### src/rtl/dbg_trig_seq.sv
module dbg_trig_seq #(
  parameter int DW = 8
) (
  input  logic          clk,
  input  logic          rst_n,
  input  logic          bus_wr,
  input  logic          bus_addr,
  input  logic [DW-1:0] bus_wdata,
  output logic [DW-1:0] bus_rdata,
  input  logic [2:0]    match_i,
  output logic          trig_o,
  output logic [1:0]    state_o
);
  localparam int NM = 3;
  localparam int SW = 4;
  localparam logic [1:0] S1 = 2'd0, S2 = 2'd1, S3 = 2'd2, SF = 2'd3;

  logic          armed_q, trig_q;
  logic [NM-1:0] en_q, mflag_q;
  logic [1:0]    bank_q, state_q;
  logic [SW-1:0] sel_q [0:2];
  logic [SW-1:0] cur_code;
  logic [NM-1:0] eff, fin_cause;
  logic          fin_hit, any_hit;
  logic [1:0]    low_state, nxt_state;
  logic [2:0]    t;

  wire ctrl_wr = bus_wr & ~bus_addr;
  wire sel_wr  = bus_wr & bus_addr & ~armed_q & (bank_q != 2'd3);

  assign trig_o  = trig_q;
  assign state_o = state_q;

  function automatic logic [2:0] tgt(input logic [SW-1:0] code, input int k);
    tgt = 3'b000;
    case (code)
      4'd0: tgt = {1'b1, SF};
      4'd1: if (k == 1) tgt = {1'b1, S3};
      4'd2: if (k == 2) tgt = {1'b1, S2};
      4'd3: if (k == 1) tgt = {1'b1, S2};
      4'd4: if (k == 0) tgt = {1'b1, S2}; else if (k == 1) tgt = {1'b1, S3};
      4'd5: if (k == 0) tgt = {1'b1, SF}; else if (k == 1) tgt = {1'b1, S3};
      4'd6: if (k == 0) tgt = {1'b1, S2}; else if (k == 2) tgt = {1'b1, S3};
      4'd7: if (k != 2) tgt = {1'b1, S2};
      4'd9: if (k == 0) tgt = {1'b1, S3};
      default: tgt = 3'b000;
    endcase
  endfunction

  always_comb begin
    case (state_q)
      S1:      cur_code = sel_q[0];
      S2:      cur_code = sel_q[1];
      S3:      cur_code = sel_q[2];
      default: cur_code = 4'hF;
    endcase
  end

  always_comb begin
    eff       = armed_q ? (match_i & en_q) : '0;
    fin_hit   = 1'b0;
    any_hit   = 1'b0;
    fin_cause = '0;
    low_state = state_q;
    t         = 3'b000;
    for (int k = NM - 1; k >= 0; k--) begin
      t = tgt(cur_code, k);
      if (eff[k] && t[2]) begin
        if (t[1:0] == SF) begin
          fin_hit   = 1'b1;
          fin_cause = NM'(1 << k);
        end else begin
          any_hit   = 1'b1;
          low_state = t[1:0];
        end
      end
    end
    nxt_state = fin_hit ? SF : (any_hit ? low_state : state_q);
  end

  always_ff @(posedge clk or negedge rst_n) begin
    if (!rst_n) begin
      armed_q <= 1'b0;
      trig_q  <= 1'b0;
      en_q    <= '0;
      mflag_q <= '0;
      bank_q  <= '0;
      state_q <= S1;
      for (int s = 0; s < 3; s++) sel_q[s] <= '0;
    end else begin
      trig_q <= 1'b0;
      if (ctrl_wr) begin
        if (bus_wdata[DW-1] && !armed_q) begin
          state_q <= S1;
          mflag_q <= '0;
        end
        armed_q <= bus_wdata[DW-1];
        en_q    <= bus_wdata[4 +: NM];
        bank_q  <= bus_wdata[1:0];
      end else if (armed_q) begin
        state_q <= nxt_state;
        if (fin_hit) begin
          trig_q  <= 1'b1;
          armed_q <= 1'b0;
          mflag_q <= fin_cause;
        end
      end
      for (int s = 0; s < 3; s++)
        if (sel_wr && bank_q == 2'(s)) sel_q[s] <= bus_wdata[SW-1:0];
    end
  end

  always_comb begin
    if (!bus_addr) bus_rdata = DW'({armed_q, en_q, 2'b00, bank_q});
    else begin
      case (bank_q)
        2'd0:    bus_rdata = DW'(sel_q[0]);
        2'd1:    bus_rdata = DW'(sel_q[1]);
        2'd2:    bus_rdata = DW'(sel_q[2]);
        default: bus_rdata = DW'(mflag_q);
      endcase
    end
  end
endmodule


### config.mk
export PLATFORM = sky130hd
export DESIGN_NAME = dbg_trig_seq
export DESIGN_NICKNAME = d
export VERILOG_FILES = /design/src/rtl/dbg_trig_seq.sv
export SDC_FILE = /design/constraint.sdc
export NUM_CORES = 1
export LEC_CHECK = 0
export CAP_MARGIN = 25
export CELL_PAD_IN_SITES_DETAIL_PLACEMENT = 0
export CELL_PAD_IN_SITES_GLOBAL_PLACEMENT = 2
export CORE_MARGIN = 2
export CORE_UTILIZATION = 42
export DETAILED_ROUTE_END_ITERATION = 10
export DONT_BUFFER_PORTS = 1
export GPL_TIMING_DRIVEN = 0
export HOLD_SLACK_MARGIN = 0.08
export PLACE_DENSITY_LB_ADDON = 0.1
export SYNTH_ARGS = -nofsm -noshare
export SYNTH_HDL_FRONTEND = slang
export SYNTH_SLANG_ARGS = --single-unit
### constraint.sdc
create_clock -name clk -period 3.2 [get_ports clk]
set_input_delay 0.8 -clock clk [delete_from_list [all_inputs] [get_ports clk]]
set_output_delay 0.8 -clock clk [all_outputs]
set_load 0.01 [all_outputs]
==> run_results.csv <==
group,metric,value,unit
run_status,status,"completed",
final_layout,antenna_cells,0,
final_layout,fillCellCount,371,
placed_design,place_hpwl,3160,µm
floorplan,core_area,0.00372,mm²
synthesis,async_flop_share,100,%
sta,finClkSkew,0.00275,ns
sta,tightest_slew,0.710,ns
sta,setup_viol_count_final,0,
detailed_routing,wl_per_cell,19.0,µm
detailed_routing,wl,4130,µm
sta,slew_headroom,52.6,%
synthesis,synth_compound_area_share,20.8,%
critical_path,crit_type,"reg -> out",
final_layout,fin_util,47.5,%
synthesis,synth_seq_cells,24,
floorplan,io_pins,26,
clock_tree,clk_latency,0.27,ns
synthesis,muxShareOfSynthArea,18.7,%
final_layout,layout-drive-gt1-share,24.9,%
detailed_routing,ant_nets,0,
clock_tree,hold_buffers,0,
synthesis,synth_xor_area_share,1.06,%
clock_tree,cts.htree.levels,1,
final_layout,area_delta_synth_final,6.97,%
synthesis,synth-adder-area-share,0,%
critical_path,r2r_cells,8,
clock_tree,clk_pin_slew_worst_paths,0.09,ns
floorplan,die_area,0.00445,mm²
critical_path,r2r_start,"state_o[1]$_DFFE_PN0P_",
sta,hold_viol,0,
min_path,hold_class,"in -> async",
sta,min_period_over_period,82.1,%
sta,fin_tns_setup,0,ns
clock_tree,clock_path_buffers,2,
synthesis,synthSimpleGateAreaFrac,18.5,%
floorplan,die_h,66.7,µm
floorplan,start_util,44.4,%
run,drv_cap,0,
clock_tree,cts_resized,0,
sta,final_max_slew_viol_count,0,
detailed_routing,drtIter0Drc,56,
final_layout,num-nets-final,185,
placed_design,gp_congestion,0.903,
floorplan,fp.dieW,66.7,µm
critical_path,rrSetupSlack,0.89,ns
clock_tree,tritoncts.num_buffers,3,
grt,grt-ovfl-total,0,
power,leakagePower,0.688,nW
placed_design,numPortBuffers,0,
power,total_power,0.00131,W
grt,grt_pass1_vias,1355,
detailed_routing,first_pass_iters,4,
synthesis,synth_top_family_by_area,"compound AO/OA/AOI/OAI gates",
floorplan,row_count,22,
detailed_routing,drcViolationCount,0,
sta,rsz0062_at_grt,"no",
synthesis,yosysWarnings,0,
critical_path,rr_endpoint,"state_o[1]$_DFFE_PN0P_",
synthesis,syn_area,0.00165,mm²
synthesis,ys_seq_area_share,36.4,%
synthesis,synth_nets,180,
critical_path,crit_required,2.40,ns
clock_tree,cts_setup_buffers,0,
critical_path,arrival,1.83,ns
synthesis,synth_flop_cell,"dfrtp_1",
synthesis,syn_area_per_cell,10.0,µm²
clock_tree,tritoncts,"done",
clock_tree,cts_sinks,24,
synthesis,synth_edf_count,0,
grt,grt_max_degree,25,
grt,antenna_found_initial,0,
final_layout,register_area,601,µm²
critical_path,crit_fanout,10,
critical_path,critPathCaptureType,"output port",
clock_tree,root_buffer,"clkbuf_8",
grt,grtUsageTotal,20.8,%
synthesis,synth_cell_types,44,
detailed_routing,viasPerCell,5.93,
synthesis,synthCells,165,
grt,grt_pass1_wl,6840,µm
sta,fin_crit,2.63,ns
power,peakVddDrop,0.292,mV
critical_path,worst_setup_path_start_kind,"flip-flop",
detailed_routing,num_vias,1286,
power,power.density,742,mW/mm²
final_layout,multi_input_area,975,µm²
sta,fmax,381,MHz
==> routing by layer <==
metal	wire [µm]	GRT usage, %	up-vias
li1	-	-	618
met1	1930	29.2	628
met2	1970	34.0	35
met3	191	3.04	5
met4	38	4.59	0
met5	0	0	-
==> worst max-delay path by stage <==
stage                     startpoint              endpoint  slack (ns)
3_3_place_gp                bus_addr  sel_q[4]$_DFFE_PN0P_        0.67
2_1_floorplan               bus_addr          bus_rdata[0]        0.97
5_1_grt        bank_q[0]$_DFFE_PN0P_          bus_rdata[2]        0.44
6_report       bank_q[0]$_DFFE_PN0P_          bus_rdata[2]        0.57
4_1_cts        bank_q[0]$_DFFE_PN0P_          bus_rdata[2]        0.56
3_5_place_dp                bus_addr  sel_q[6]$_DFFE_PN0P_        0.59
==> critical path, stage by stage (launching register included) <==
cell	delay (ns)
dfrtp_1	0.38
clkbuf_1	0.41
mux4_2	0.56
and2_1	0.21
==> cell usage in the layout, fill, tap and decap left out, types with 2 or more instances in the layout <==
master    netlist  routed
mux2i_1         5       5
nor2_1          6       6
a21oi_1        10      10
o21ai_0         6       6
buf_6           3       3
nor2b_1         6       6
buf_2           3       3
and3_1          3       3
o22ai_4         2       2
clkbuf_1        4       4
xnor2_1         2       2
and2_1          3       3
o32ai_1         3       3
o21a_1          2       2
mux2_4          3       3
nand3_1         4       4
nand3b_1        2       2
nor3_1          2       2
clkbuf_8        0       4
nand2b_1        3       3
a21oi_2         2       2
a32o_2          2       2
mux4_2          2       2
nor4_1          2       2
o22a_1          3       3
mux2_2         15      15
nand2_1        25      25
dfrtp_1        24      24
o21ai_1         2       2
==> state kept, by name, indices dropped and copies added (netlist names) <==
| signal | cells |
|---|---|
| bank_q | 2 |
| armed_q | 1 |
| sel_q | 12 |
| trig_o | 1 |
| state_o | 2 |
| en_q | 3 |
| mflag_q | 3 |
==> layout make-up <==
| class | instances | area share, % |
|---|---|---|
| multi-input cells | 129 | 55.2 |
| flip-flops and latches | 24 | 34.0 |
| plain buffers | 12 | 4.25 |
| well taps | 48 | 3.40 |
| clock buffers | 4 | 3.12 |
==> power breakdown <==
group | total, W | internal, W | leakage, nW | switching [W]
clock network | 0.000212 | 0.000110 | 0.0288 | 0.000102
logic | 0.000620 | 0.000287 | 0.357 | 0.000334
registers | 0.000477 | 0.000390 | 0.302 | 0.0000873
==> cells in the mapped netlist (2+ instances only) <==
master | number | area [µm²]
buf_6 | 3 | 33.8
mux2i_1 | 5 | 50.1
xnor2_1 | 2 | 17.5
a32o_2 | 2 | 22.5
nand3b_1 | 2 | 15.0
o21ai_1 | 2 | 10.0
mux2_4 | 3 | 45.0
mux2_2 | 15 | 169
o21ai_0 | 6 | 30.0
dfrtp_1 | 24 | 601
a21oi_1 | 10 | 50.1
and2_1 | 3 | 18.8
buf_2 | 3 | 15.0
nor4_1 | 2 | 12.5
o22a_1 | 3 | 26.3
nor2b_1 | 6 | 37.5
nand2_1 | 25 | 93.8
nand2b_1 | 3 | 18.8
clkbuf_1 | 4 | 15.0
o32ai_1 | 3 | 26.3
o22ai_4 | 2 | 40.0
and3_1 | 3 | 18.8
o21a_1 | 2 | 15.0
nor3_1 | 2 | 10.0
nor2_1 | 6 | 22.5
a21oi_2 | 2 | 17.5
nand3_1 | 4 | 20.0
mux4_2 | 2 | 45.0
==> cells by family after synthesis <==
logic type	count (synthesis)
mux	25
compound gates	42
buf+inv	12
simple gates	60
flops	24
xor+xnor	2
==> per-stage QoR <==
| step | area, µm² | cells | setup WS (ns) | hold WS, ns |
|---|---|---|---|---|
| 6_report | 1770 | 217 | 0.573 | 0.212 |
| 5_1_grt | 1770 | 217 | 0.441 | 0.196 |
| 4_1_cts | 1770 | 217 | 0.558 | 0.204 |
| 3_5_place_dp | 1710 | 213 | 0.589 | 0.505 |
| 3_3_place_gp | 1710 | 213 | 0.665 | 0.499 |
| 2_1_floorplan | 1650 | 165 | 0.969 | 0.462 |
(Power assumes the default switching activity.)
